**src/rtl/tick_timer_pkg.sv**
```systemverilog
package tick_timer_pkg;
  localparam int REG_W = 32;

  typedef enum logic [1:0] {
    OP_WRITE = 2'd0,
    OP_CLEAR = 2'd1,
    OP_SET   = 2'd2,
    OP_FLIP  = 2'd3
  } alias_op_e;

  typedef enum logic [1:0] {
    RG_CTRL   = 2'd0,
    RG_COUNT  = 2'd1,
    RG_PERIOD = 2'd2,
    RG_NONE   = 2'd3
  } reg_sel_e;

  localparam int B_PEND = 0;
  localparam int B_SRC  = 1;
  localparam int B_PS   = 4;
  localparam int B_ON   = 15;
  localparam logic [REG_W-1:0] CTRL_KEEP = 32'h0000_8033;

  function automatic logic [REG_W-1:0] alias_apply32(input logic [REG_W-1:0] cur,
                                                      input logic [REG_W-1:0] wd,
                                                      input alias_op_e op);
    case (op)
      OP_CLEAR: return cur & ~wd;
      OP_SET:   return cur | wd;
      OP_FLIP:  return cur ^ wd;
      default:  return wd;
    endcase
  endfunction

  function automatic int unsigned ps_terminal(input logic [1:0] code);
    case (code)
      2'd1:    return 7;
      2'd2:    return 63;
      2'd3:    return 255;
      default: return 0;
    endcase
  endfunction
endpackage

```
**src/rtl/tick_edge_sync.sv**
```systemverilog
module tick_edge_sync #(
  parameter int STAGES = 2
) (
  input  logic clk,
  input  logic rst,
  input  logic async_in,
  output logic rise
);
  localparam int LAST = STAGES - 1;

  logic [STAGES:0] chain;

  always_ff @(posedge clk) begin
    if (rst) begin
      chain <= '0;
      rise  <= 1'b0;
    end else begin
      chain <= {chain[STAGES-1:0], async_in};
      rise  <= chain[LAST] & ~chain[STAGES];
    end
  end

  AST_EDGE_ONE_CYCLE: assert property (@(posedge clk) disable iff (rst)
    rise |=> !rise);
endmodule

```
**src/rtl/tick_prescale.sv**
```systemverilog
module tick_prescale
  import tick_timer_pkg::*;
#(
  parameter int PS_W = 8
) (
  input  logic       clk,
  input  logic       rst,
  input  logic       restart,
  input  logic       tick_in,
  input  logic [1:0] code,
  output logic       tick_out
);
  logic [PS_W-1:0] pcnt;
  logic [PS_W-1:0] term;

  assign term     = PS_W'(ps_terminal(code));
  assign tick_out = tick_in && (pcnt >= term);

  always_ff @(posedge clk) begin
    if (rst || restart) begin
      pcnt <= '0;
    end else if (tick_in) begin
      if (pcnt >= term) pcnt <= '0;
      else              pcnt <= pcnt + 1'b1;
    end
  end

  AST_PS_STEP: assert property (@(posedge clk) disable iff (rst)
    (!restart && tick_in && !tick_out) |=> (pcnt == $past(pcnt) + 1'b1));
endmodule

```
**src/rtl/tick_count_core.sv**
```systemverilog
module tick_count_core #(
  parameter int CNT_W = 16
) (
  input  logic             clk,
  input  logic             rst,
  input  logic             tick,
  input  logic             load,
  input  logic [CNT_W-1:0] load_val,
  input  logic [CNT_W-1:0] period,
  output logic [CNT_W-1:0] cnt,
  output logic             wrap
);
  logic at_top;

  assign at_top = (cnt == period);
  assign wrap   = tick && !load && at_top;

  always_ff @(posedge clk) begin
    if (rst)       cnt <= '0;
    else if (load) cnt <= load_val;
    else if (tick) cnt <= at_top ? '0 : cnt + 1'b1;
  end

  AST_COUNT_HOLD: assert property (@(posedge clk) disable iff (rst)
    (!tick && !load) |=> $stable(cnt));
  AST_WRAP_TO_ZERO: assert property (@(posedge clk) disable iff (rst)
    (tick && !load && cnt == period) |=> (cnt == '0));
endmodule

```
**src/rtl/tick_timer.sv**
```systemverilog
module tick_timer
  import tick_timer_pkg::*;
#(
  parameter int CNT_W       = 16,
  parameter int PS_W        = 8,
  parameter int SYNC_STAGES = 2,
  parameter int ADDR_W      = 4
) (
  input  logic              clk,
  input  logic              rst,
  input  logic              reg_we,
  input  logic [ADDR_W-1:0] reg_addr,
  input  logic [REG_W-1:0]  reg_wdata,
  output logic [REG_W-1:0]  reg_rdata,
  input  logic              pclk_en,
  input  logic              ext_clk,
  output logic              irq
);
  localparam int PAD_W = REG_W - CNT_W;

  function automatic logic [CNT_W-1:0] alias_n(input logic [CNT_W-1:0] cur,
                                                input logic [CNT_W-1:0] wd,
                                                input alias_op_e op);
    case (op)
      OP_CLEAR: return cur & ~wd;
      OP_SET:   return cur | wd;
      OP_FLIP:  return cur ^ wd;
      default:  return wd;
    endcase
  endfunction

  reg_sel_e         rsel;
  alias_op_e        aop;
  logic             wr_ctrl, wr_count, wr_period;
  logic [REG_W-1:0] ctrl_q, ctrl_next;
  logic [CNT_W-1:0] period_q;
  logic [CNT_W-1:0] cnt;
  logic [CNT_W-1:0] cnt_load_val;
  logic             ext_rise, src_tick, ps_in, ps_tick, wrap;

  assign rsel      = reg_sel_e'(reg_addr[ADDR_W-1:ADDR_W-2]);
  assign aop       = alias_op_e'(reg_addr[1:0]);
  assign wr_ctrl   = reg_we && (rsel == RG_CTRL);
  assign wr_count  = reg_we && (rsel == RG_COUNT);
  assign wr_period = reg_we && (rsel == RG_PERIOD);

  tick_edge_sync #(.STAGES(SYNC_STAGES)) u_sync (
    .clk      (clk),
    .rst      (rst),
    .async_in (ext_clk),
    .rise     (ext_rise)
  );

  assign src_tick = ctrl_q[B_SRC] ? ext_rise : pclk_en;
  assign ps_in    = ctrl_q[B_ON] && src_tick;

  tick_prescale #(.PS_W(PS_W)) u_ps (
    .clk      (clk),
    .rst      (rst),
    .restart  (wr_ctrl),
    .tick_in  (ps_in),
    .code     (ctrl_q[B_PS+1:B_PS]),
    .tick_out (ps_tick)
  );

  assign cnt_load_val = alias_n(cnt, reg_wdata[CNT_W-1:0], aop);

  tick_count_core #(.CNT_W(CNT_W)) u_core (
    .clk      (clk),
    .rst      (rst),
    .tick     (ps_tick),
    .load     (wr_count),
    .load_val (cnt_load_val),
    .period   (period_q),
    .cnt      (cnt),
    .wrap     (wrap)
  );

  always_comb begin
    ctrl_next = ctrl_q;
    if (wr_ctrl) ctrl_next = alias_apply32(ctrl_q, reg_wdata, aop) & CTRL_KEEP;
    if (wrap)    ctrl_next[B_PEND] = 1'b1;
  end

  always_ff @(posedge clk) begin
    if (rst) begin
      ctrl_q   <= '0;
      period_q <= '1;
    end else begin
      ctrl_q <= ctrl_next;
      if (wr_period) period_q <= alias_n(period_q, reg_wdata[CNT_W-1:0], aop);
    end
  end

  always_ff @(posedge clk) begin
    if (rst) begin
      reg_rdata <= '0;
    end else begin
      case (rsel)
        RG_CTRL:   reg_rdata <= ctrl_q;
        RG_COUNT:  reg_rdata <= {{PAD_W{1'b0}}, cnt};
        RG_PERIOD: reg_rdata <= {{PAD_W{1'b0}}, period_q};
        default:   reg_rdata <= '0;
      endcase
    end
  end

  assign irq = ctrl_q[B_PEND];

  AST_WRAP_PENDS: assert property (@(posedge clk) disable iff (rst)
    wrap |=> irq);
  AST_IRQ_STICKY: assert property (@(posedge clk) disable iff (rst)
    $fell(irq) |-> $past(wr_ctrl));
  AST_OFF_NO_WRAP: assert property (@(posedge clk) disable iff (rst)
    !ctrl_q[B_ON] |-> !wrap);
  AST_RDATA_UPPER_ZERO: assert property (@(posedge clk) disable iff (rst)
    reg_rdata[REG_W-1:CNT_W] == '0);
endmodule

```
**config.mk**
```make
export PLATFORM = sky130hd
export DESIGN_NAME = tick_timer
export DESIGN_NICKNAME = d
export VERILOG_FILES = /design/src/rtl/tick_timer_pkg.sv /design/src/rtl/tick_edge_sync.sv /design/src/rtl/tick_prescale.sv /design/src/rtl/tick_count_core.sv /design/src/rtl/tick_timer.sv
export SDC_FILE = /design/constraint.sdc
export NUM_CORES = 1
export LEC_CHECK = 0
export BUFFER_PORTS_ARGS = -buffer_cell sky130_fd_sc_hd__buf_2
export CAP_MARGIN = 5
export CORE_ASPECT_RATIO = 2
export CORE_UTILIZATION = 40
export DETAILED_ROUTE_END_ITERATION = 10
export PLACE_DENSITY_LB_ADDON = 0.08
export SYNTH_ARGS = -nofsm -noshare
export SYNTH_HDL_FRONTEND = slang
export SYNTH_SLANG_ARGS = --single-unit
```
**constraint.sdc**
```tcl
create_clock -name clk -period 3.2 [get_ports clk]
set_input_delay 0.32 -clock clk [delete_from_list [all_inputs] [get_ports clk]]
set_output_delay 0.32 -clock clk [all_outputs]
set_load 0.02 [all_outputs]
```
# Word level (Yosys, flattened, before mapping)
# Index checks and enable logic that the tools add are counted.
[word_totals]
reg_bits = 81
in_bits = 41
elab_cells = 57
[classes]
n_addsub = 2
order_cmp = 1
eq_ne = 9
n_mux = 12
bitwise_logic = 13
n_reduce_logical = 12
[op_table]
columns = ["operator", "count"]
rows = [
  ["case mux 16 bit (3 select lines)", 4],
  ["AND 16 bit", 3],
  ["two-way mux 16 bit", 3],
  ["bitwise OR 16 bit", 3],
  ["XOR 16 bit", 3],
  ["NOT 16 bit", 2],
  ["case mux 8 bit (3 select lines)", 1],
  ["adder 16 x 1 -> 16 bit (second input constant)", 1],
  ["equality test 16 bit", 1],
  ["equality test 2 bit (second input constant)", 5],
  ["adder 8 x 1 -> 8 bit (second input constant)", 1],
  [">= comparator 8 bit", 1],
  ["two-way mux 8 bit", 1],
  ["logical AND 1 bit", 7],
  ["equality test 2 x 1 -> 1 bit (second input constant)", 3],
  ["nonzero test 2 bit", 2],
  ["two-way mux 1 bit", 3],
  ["zero test 2 bit", 1],
  ["AND 1 bit", 1],
  ["zero test 1 bit", 1],
  ["logical OR 1 bit", 1],
  ["NOT 1 bit", 1],
]

# Depth between registers and ports, before layout
# Gate-level depths: netlist of run 1.
[logic_depth]
depth_word = 7
ltp_mapped = 9

# Modules after synthesis
# Synthesis of run 1 repeated with hierarchy kept, for this count alone.
[hier_totals]
cells_unflattened = 608
hier_area_um2 = 5738.0
[by_module_without_submodules]
columns = ["module", "instances", "cells_per_inst", "area_per_inst_um2", "seq_area_each_um2"]
rows = [
  ["tick_timer", 1, 362, 3644.7, 740.7],
  ["tick_count_core", 1, 170, 1343.8, 320.3],
  ["tick_prescale", 1, 68, 638.1, 160.2],
  ["tick_edge_sync", 1, 8, 111.4, 80.1],
]

# Least setup slack after synthesis of run 1
# OpenSTA, ideal clock, no wires.
[synth_path]
kind = "register to register"
startpoint = "reg ctrl_q[5]"
endpoint = "reg u_core.cnt[0]"
setup_ps = 79
t_arrival_ps = 2198
required_ps = 3121
path_slack_ps = 922
stages_incl_launch_ff = 9
path_buffers = 0
path_cell_list = "dfxtp_1 -> nand2_1 -> ha_1 -> and3_1 -> nand3_1 -> o31ai_4 -> or3b_1 -> mux2_2 -> a211oi_2"
[synth_between]
elab_chain_len = 5
word_cells_on_any_way = 7
cone_classes = "order compare (1); eq/ne (3); mux (1); reduce/logical (2)"
[synth_lines]
columns = ["item", "line_no", "rtl"]
rows = [
  ["from (decl)", "tick_timer.sv:35", "logic [REG_W-1:0] ctrl_q, ctrl_next;"],
  ["from (signal assigned)", "tick_timer.sv:90", "ctrl_q <= ctrl_next;"],
  ["equality test 2 bit or equality test 2 x 1 -> 1 bit (tied branches)", "tick_timer_pkg.sv:36", "case (code)"],
  ["case mux 8 bit (3 select lines) *", "tick_timer_pkg.sv:36", ""],
  [">= comparator 8 bit *", "tick_prescale.sv:17", "assign tick_out = tick_in && (pcnt >= term);"],
  ["logical AND 1 bit *", "tick_prescale.sv:17", ""],
  ["nonzero test 2 bit (no source line) *", "--", ""],
  ["to (signal assigned)", "tick_count_core.sv:20", "else if (load) cnt <= load_val;"],
  ["to (signal assigned)", "tick_count_core.sv:21", "else if (tick) cnt <= at_top ? '0 : cnt + 1'b1;"],
  ["to (decl)", "tick_count_core.sv:10", "output logic [CNT_W-1:0] cnt,"],
]
# Mark *: on every way between the ends. The rest lies on a longest branch, timed or not.
# A chain may end at the register's enable or synchronous reset.

# Worst setup path after layout of run 1
[layout_path]
startpoint = "reg ctrl_q[5]"
endpoint = "reg u_core.cnt[11]"
# Same word-level chain as after synthesis.

==> metrics.txt, run 1 <==
# TYPE chip_impl_metric gauge
chip_impl_metric{name="post_synthesis_compound_gate_area_fraction",unit=""} 0.205
chip_impl_metric{name="post_drt_wl_per_cell",unit="um"} 17.2
chip_impl_metric{name="io_buffers",unit=""} 41
chip_impl_metric{name="synth-warning-count",unit=""} 0
chip_impl_metric{name="worstSkewPairLatency",unit="ns"} 0.34
chip_impl_metric{name="wl",unit="um"} 14200
chip_impl_metric{name="floorplan.io_pins",unit=""} 74
chip_impl_metric{name="total_routing_usage_reported_by_global_routing",unit=""} 0.206
chip_impl_metric{name="critical_path_arrival",unit="ns"} 2.91
chip_impl_info{name="ys_dominant_reg_cell",value="dfxtp_1"} 1
chip_impl_metric{name="rows",unit=""} 59
chip_impl_info{name="run_status",value="finished, violations left"} 1
chip_impl_info{name="violations",value="DRC"} 1
chip_impl_info{name="reg2reg_from",value="ctrl_q[5]"} 1
chip_impl_metric{name="avgViaCountPerCell",unit=""} 5.57
chip_impl_metric{name="power_density",unit="nW/um^2"} 427
chip_impl_info{name="clock_tree_from_tritoncts",value="yes"} 1
chip_impl_metric{name="crit_path_max_incr_delay",unit="ns"} 0.69
chip_impl_metric{name="length_in_cells_of_the_worst_reg_to_reg_path",unit=""} 8
chip_impl_metric{name="required",unit="ns"} 3.44
chip_impl_metric{name="synth_async_sr_flop_share",unit=""} 0
chip_impl_info{name="cp_top_family",value="simple AND/OR/NAND/NOR gates"} 1
chip_impl_metric{name="total_inserted_antenna_cells",unit=""} 0
chip_impl_metric{name="max_fanout_on_critical_path",unit=""} 11
chip_impl_metric{name="hold_ws",unit="ns"} 0.195
chip_impl_metric{name="synth_cell_types",unit=""} 51
chip_impl_metric{name="mapped_area",unit="um^2"} 5410
chip_impl_info{name="cts.root.buffer_cell",value="clkbuf_16"} 1
chip_impl_metric{name="cts.htree.levels",unit=""} 3
chip_impl_metric{name="period_minus_slack",unit="ns"} 2.68
chip_impl_metric{name="max_slew_margin",unit=""} 0.486
chip_impl_info{name="synth_top_family_by_area",value="compound AO/OA/AOI/OAI gates"} 1
chip_impl_metric{name="total_die_area",unit="um^2"} 14000
chip_impl_metric{name="die_height",unit="um"} 166
chip_impl_metric{name="via_count",unit=""} 4588
chip_impl_metric{name="total_leakage_power",unit="nW"} 2.72
chip_impl_metric{name="grt_first_pass_wirelength",unit="um"} 22700
chip_impl_metric{name="ff2ff_setup_slack",unit="ns"} 0.52
chip_impl_metric{name="number_of_global_route_vias_before_repair",unit=""} 4415
chip_impl_metric{name="synthToLayoutAreaGrowth",unit="%"} 11.5
chip_impl_metric{name="postSynthRegisterBits",unit=""} 65
chip_impl_metric{name="yosys.area_share.adder",unit=""} 0.190
chip_impl_info{name="hold_class",value="in -> reg"} 1
chip_impl_metric{name="simple_gate_share_of_the_synthesized_area",unit=""} 0.133
chip_impl_metric{name="coreArea",unit="um^2"} 13100
chip_impl_info{name="hold_path_startpoint",value="ext_clk"} 1
chip_impl_metric{name="fmax",unit="MHz"} 374
chip_impl_metric{name="slew_viol_final",unit=""} 0
chip_impl_metric{name="initial_utilization",unit=""} 0.414
chip_impl_info{name="mostFrequentLayoutCell",value="ha_1"} 1
chip_impl_info{name="highest_count_cells_in_the_layout_ignoring_fill_and_taps",value="82 x ha_1, 74 x nor2_1, 65 x dfxtp_1"} 1
chip_impl_metric{name="synth_seq_area_share",unit=""} 0.241
chip_impl_metric{name="number_of_sinks_handled_by_clock_tree_synthesis",unit=""} 65
chip_impl_metric{name="xor_xnor_cell_area_share_of_the_yosys_netlist",unit=""} 0.0389
chip_impl_metric{name="number_of_drc_markers_after_the_initial_detailed_route_iteration",unit=""} 207
chip_impl_metric{name="setup_skew_after_layout",unit="ns"} 0.00955
chip_impl_metric{name="finalWeightedCongestion",unit=""} 0.878
chip_impl_info{name="holdPathEnd",value="u_sync.chain[0]"} 1
chip_impl_info{name="r2r_end",value="u_core.cnt[11]"} 1
chip_impl_metric{name="cap_violations",unit=""} 0
chip_impl_metric{name="drive_gt1_frac",unit=""} 0.174
chip_impl_metric{name="grt_antenna_before_repair",unit=""} 0
chip_impl_metric{name="worst_setup_hold_path_clk_slew",unit="ns"} 0.06
chip_impl_info{name="start_kind",value="flop"} 1
chip_impl_metric{name="final.setup.tns",unit="ns"} 0
chip_impl_info{name="critPathSlowestCell",value="nor4b_4"} 1
chip_impl_metric{name="critical_path_buf_inv_count",unit=""} 0
chip_impl_metric{name="num-fill-cells",unit=""} 1265
chip_impl_info{name="setup_repair_after_global_routing_missed_its_margin",value="no"} 1
chip_impl_info{name="end_kind",value="flop"} 1
chip_impl_metric{name="dr.pass1.iters",unit=""} 9
chip_impl_metric{name="remaining_drc_errors",unit=""} 7
chip_impl_metric{name="finalSetupViolations",unit=""} 0
chip_impl_metric{name="synth_enable_flop_cells",unit=""} 0
chip_impl_metric{name="nets_final",unit=""} 790
chip_impl_metric{name="vdd.ir_drop.worst",unit="uV"} 249
chip_impl_metric{name="tritoncts.num_buffers",unit=""} 9
chip_impl_metric{name="post_synth.cell_area_avg",unit="um^2"} 8.35
chip_impl_metric{name="finalHoldViolCount",unit=""} 0
chip_impl_metric{name="cts-root-to-sink-buffers",unit=""} 2
chip_impl_metric{name="detail-route-antenna-nets",unit=""} 0
chip_impl_metric{name="worst-slew-pin-transition",unit="ns"} 0.767
chip_impl_metric{name="post_cts_hold_buffer_count",unit=""} 0
chip_impl_info{name="crit_path_cell_trace",value="nand2_1 > ha_1 > and3_1 > nand3_1 > o31ai_4 > nor4b_4 > a31oi_1 > o32ai_1"} 1
chip_impl_metric{name="post-route-period-util",unit=""} 0.837
chip_impl_metric{name="die_width",unit="um"} 84.2
chip_impl_metric{name="hold_depth",unit=""} 2
chip_impl_metric{name="yosys-mux-area-fraction",unit=""} 0.0923
chip_impl_info{name="critical_setup_path_class",value="reg -> reg"} 1
chip_impl_metric{name="synth_cells",unit=""} 648
chip_impl_metric{name="place_hpwl",unit="um"} 10400
chip_impl_metric{name="overflow_after_grt",unit=""} 0
chip_impl_metric{name="grt_max_degree",unit=""} 47
==> Yosys cell counts, types with 3 or more instances <==
cell type	number	area (um^2)
a211o_1	16	140
a211oi_1	41	308
a21oi_1	54	270
a22oi_1	11	82.6
a31oi_1	12	75.1
and3_1	4	25.0
and4_1	3	26.3
buf_1	5	18.8
buf_2	15	75.1
buf_4	16	120
clkbuf_1	25	93.8
dfxtp_1	65	1300
ha_1	82	1030
inv_1	55	206
mux2_2	37	417
mux2i_1	6	60.1
nand2_1	23	86.3
nand3_1	13	65.1
nand4_1	10	62.6
nor2_1	74	278
nor2b_1	6	37.5
nor3_1	6	30.0
o21ai_0	5	25.0
o22ai_1	5	31.3
o32ai_1	3	26.3
xnor2_1	19	166
xor2_1	5	43.8
==> logic make-up (layout without fill, tap and decap cells) <==
kind of cell / Yosys count / after routing
simple gates: 152 / 152
other cells: 1 / 16
buf+inv: 118 / 127
compound gates: 162 / 162
mux: 44 / 44
xor+xnor: 24 / 24
fa+ha+maj: 82 / 82
flops: 65 / 65
==> area by class of cell <==
type,instances,area [um^2],area share
Multi-Input combinational cell,480,3640,0.604
Clock inverter,5,103,0.0170
Tap cell,152,190,0.0315
Timing Repair Buffer,56,343,0.0569
Clock buffer,11,243,0.0403
Inverter,55,206,0.0342
Sequential cell,65,1300,0.216
==> registers in the layout (all words and copies together) (netlist names) <==
signal and flops:
period_q 16, reg_rdata 16, u_core.cnt 16, u_ps.pcnt 8, ctrl_q 5, u_sync.chain 3
u_sync.rise 1
==> routing by layer <==
layer / GRT usage / wire, um / up-vias / part of all wire
li1: - / - / 2290 / -
met1: 0.221 / 5530 / 2201 / 0.39
met2: 0.395 / 7980 / 77 / 0.56
met3: 0.0278 / 340 / 20 / 0.024
met4: 0.0817 / 340 / 0 / 0.024
met5: 0 / 0 / - / 0
==> worst max-delay path by stage <==
| stage | start | end | slack (ns) | cells past startpoint |
|---|---|---|---|---|
| after floorplan | ctrl_q[5] | u_core.cnt[0] | 0.92 | 8 |
| final | ctrl_q[5] | u_core.cnt[11] | 0.52 | 8 |
| after detailed placement | ctrl_q[5] | u_core.cnt[11] | 0.18 | 8 |
| after global placement | ctrl_q[5] | u_core.cnt[15] | 0.28 | 8 |
| after CTS | ctrl_q[5] | u_core.cnt[11] | 0.18 | 8 |
| after global routing | ctrl_q[5] | u_core.cnt[11] | 0.32 | 8 |
==> power breakdown <==
| group | switching, mW | internal [mW] | total, mW | leakage [nW] |
|---|---|---|---|---|
| clock network | 0.395 | 0.782 | 1.18 | 0.166 |
| logic | 0.278 | 0.210 | 0.487 | 2.03 |
| registers | 0.0595 | 0.851 | 0.911 | 0.532 |
==> through the flow <==
step / util / area (um^2) / power [mW] / cells / setup WS (ns)
2_1_floorplan: - / 5470 / 1.30 / 663 / 0.922
3_3_place_gp: 0.434 / 5670 / 1.40 / 808 / 0.282
3_5_place_dp: 0.434 / 5670 / 1.41 / 808 / 0.177
4_1_cts: 0.461 / 6020 / 2.60 / 824 / 0.181
5_1_grt: 0.461 / 6030 / 2.69 / 824 / 0.321
6_report: 0.461 / 6030 / 2.57 / 824 / 0.523
==> what timing repair did <==
item / in CTS / in global routing
setup endpoints to repair: 0 / 5
gates resized for setup: 0 / 1
buffers inserted: 0 / 0
Power figures use the tool's default switching activity.
==> run 2, diff against run 1 <==
- clock period: 3.2 -> 2.3 ns (I/O delays scaled with it)
==> metrics.txt, run 2 (same netlist as run 1, synthesis figures left out) <==
# TYPE chip_impl_metric gauge
chip_impl_metric{name="slew_viol_final",unit=""} 0
chip_impl_metric{name="fmax",unit="MHz"} 447
chip_impl_metric{name="avgViaCountPerCell",unit=""} 5.50
chip_impl_metric{name="total_inserted_antenna_cells",unit=""} 0
chip_impl_info{name="violations",value="DRC"} 1
chip_impl_info{name="mostFrequentLayoutCell",value="ha_1"} 1
chip_impl_info{name="largest_registers",value="period_q (16), reg_rdata (16), u_core.cnt (16)"} 1
chip_impl_info{name="start_kind",value="flop"} 1
chip_impl_metric{name="cts-root-to-sink-buffers",unit=""} 2
chip_impl_metric{name="drive_gt1_frac",unit=""} 0.251
chip_impl_metric{name="nets_final",unit=""} 826
chip_impl_metric{name="dp_slack",unit="ns"} -0.00228
chip_impl_metric{name="critical_path_buf_inv_count",unit=""} 2
chip_impl_info{name="run_status",value="finished, violations left"} 1
chip_impl_metric{name="die_height",unit="um"} 166
chip_impl_metric{name="max_fanout_on_critical_path",unit=""} 8
chip_impl_info{name="critical_setup_path_class",value="reg -> reg"} 1
chip_impl_metric{name="die_width",unit="um"} 84.2
chip_impl_metric{name="synthToLayoutAreaGrowth",unit="%"} 18.3
chip_impl_metric{name="number_of_global_route_vias_before_repair",unit=""} 4826
chip_impl_metric{name="number_of_sinks_handled_by_clock_tree_synthesis",unit=""} 65
chip_impl_metric{name="grt_antenna_before_repair",unit=""} 0
chip_impl_metric{name="tritoncts.num_buffers",unit=""} 9
chip_impl_metric{name="num-fill-cells",unit=""} 1301
chip_impl_metric{name="coreArea",unit="um^2"} 13100
chip_impl_metric{name="io_buffers",unit=""} 41
chip_impl_info{name="highest_count_cells_in_the_layout_ignoring_fill_and_taps",value="77 x ha_1, 69 x nor2_1, 60 x dfxtp_1"} 1
chip_impl_metric{name="grt_first_pass_wirelength",unit="um"} 24500
chip_impl_metric{name="initial_utilization",unit=""} 0.414
chip_impl_metric{name="wl",unit="um"} 14900
chip_impl_metric{name="grt_max_degree",unit=""} 47
chip_impl_metric{name="vdd.ir_drop.worst",unit="uV"} 506
chip_impl_metric{name="total_routing_usage_reported_by_global_routing",unit=""} 0.222
chip_impl_metric{name="cts.htree.levels",unit=""} 3
chip_impl_metric{name="post-route-period-util",unit=""} 0.973
chip_impl_metric{name="max_slew_margin",unit=""} 0.464
chip_impl_metric{name="power_density",unit="nW/um^2"} 542
chip_impl_info{name="setup_repair_after_global_routing_missed_its_margin",value="yes"} 1
chip_impl_metric{name="total_die_area",unit="um^2"} 14000
chip_impl_info{name="end_kind",value="flop"} 1
chip_impl_metric{name="setup_skew_after_layout",unit="ns"} 0.00467
chip_impl_metric{name="crit_path_max_incr_delay",unit="ns"} 0.45
chip_impl_metric{name="worst-slew-pin-transition",unit="ns"} 0.802
chip_impl_metric{name="place_hpwl",unit="um"} 11000
chip_impl_metric{name="finalWeightedCongestion",unit=""} 0.899
chip_impl_metric{name="cap_violations",unit=""} 0
chip_impl_metric{name="worstSkewPairLatency",unit="ns"} 0.34
chip_impl_metric{name="dr.pass1.iters",unit=""} 7
chip_impl_metric{name="floorplan.io_pins",unit=""} 74
chip_impl_info{name="reg2reg_from",value="ctrl_q[5]"} 1
chip_impl_metric{name="setup_slack",unit="ns"} 0.0610
chip_impl_info{name="critPathSlowestCell",value="or3_4"} 1
chip_impl_metric{name="worst_setup_hold_path_clk_slew",unit="ns"} 0.06
chip_impl_metric{name="required",unit="ns"} 2.57
chip_impl_metric{name="via_count",unit=""} 4729
chip_impl_metric{name="ff2ff_setup_slack",unit="ns"} 0.06
chip_impl_metric{name="hold_ws",unit="ns"} 0.118
chip_impl_metric{name="critical_path_arrival",unit="ns"} 2.51
chip_impl_metric{name="finalHoldViolCount",unit=""} 0
chip_impl_metric{name="finalSetupViolations",unit=""} 0
chip_impl_metric{name="detail-route-antenna-nets",unit=""} 0
chip_impl_info{name="crit_path_cell_trace",value="buf_6 > nor2_4 > ha_4 > or2_4 > a21oi_4 > o31ai_4 > buf_4 > and2_4 > or3_4 > nor2_2"} 1
chip_impl_metric{name="period_minus_slack",unit="ns"} 2.24
chip_impl_info{name="cts.root.buffer_cell",value="clkbuf_16"} 1
chip_impl_metric{name="total_leakage_power",unit="nW"} 2.91
chip_impl_metric{name="remaining_drc_errors",unit=""} 6
chip_impl_metric{name="rows",unit=""} 59
chip_impl_metric{name="design_power_total",unit="mW"} 3.47
chip_impl_info{name="clock_tree_from_tritoncts",value="yes"} 1
chip_impl_info{name="cp_top_family",value="simple AND/OR/NAND/NOR gates"} 1
chip_impl_metric{name="overflow_after_grt",unit=""} 0
chip_impl_info{name="startpoint",value="ctrl_q[5]"} 1
chip_impl_metric{name="number_of_drc_markers_after_the_initial_detailed_route_iteration",unit=""} 175
chip_impl_info{name="hold_path_startpoint",value="ext_clk"} 1
chip_impl_metric{name="post_drt_wl_per_cell",unit="um"} 17.4
chip_impl_metric{name="post_cts_hold_buffer_count",unit=""} 0
chip_impl_info{name="hold_class",value="in -> reg"} 1
-- run 2: cell count changes in the layout (fill, tap and decap cells not counted), sizes merged --
cell and change:
buf +36, bufinv -2, clkbuf -1, clkinv +2, clkinvlp +1
-- run 2: worst paths after layout --
| kind | endpoint | cells past startpoint |
|---|---|---|
| worst min register to register | u_sync.rise | 1 |
| worst max register to register | u_ps.pcnt[6] | 10 |
| worst max-delay path | u_ps.pcnt[6] | 10 |
| worst min-delay path | u_sync.chain[0] | 2 |
-- run 2: layout make-up --
class                   count  area, um^2  area share
clock buffers              10         239      0.0374
clock inverters             6        67.6      0.0106
repair buffers             92         617      0.0964
multi-input cells         480        3770       0.589
inverters                  55         206      0.0323
well taps                 152         190      0.0297
flip-flops and latches     65        1310       0.205
-- run 2: where the power goes --
group	internal [mW]	switching (mW)	total [mW]
Combinational	0.345	0.444	0.789
Clock	0.871	0.573	1.44
Sequential	1.18	0.0519	1.24
-- run 2: metrics by stage --
stage	setup TNS [ns]	area, um^2	util	instances
after floorplan	0	5470	-	663
after global placement	0	5910	0.453	840
after detailed placement	-0.00228	5910	0.453	840
after CTS	-0.00173	6240	0.477	856
after global routing	-0.158	6400	0.490	860
final	0	6400	0.490	860
-- run 2: repair_timing --
item | CTS | global route
buffers inserted | 0 | 4
setup endpoints to repair | 6 | 15
gates cloned | 0 | 0
resized for setup | 5 | 25
pin swaps | 1 | 12
-- run 2: per-layer routing --
layer	global-route usage	routed length, um
met2	0.424	8170
met3	0.0322	378
met1	0.231	5770
met4	0.110	607
met5	0	0
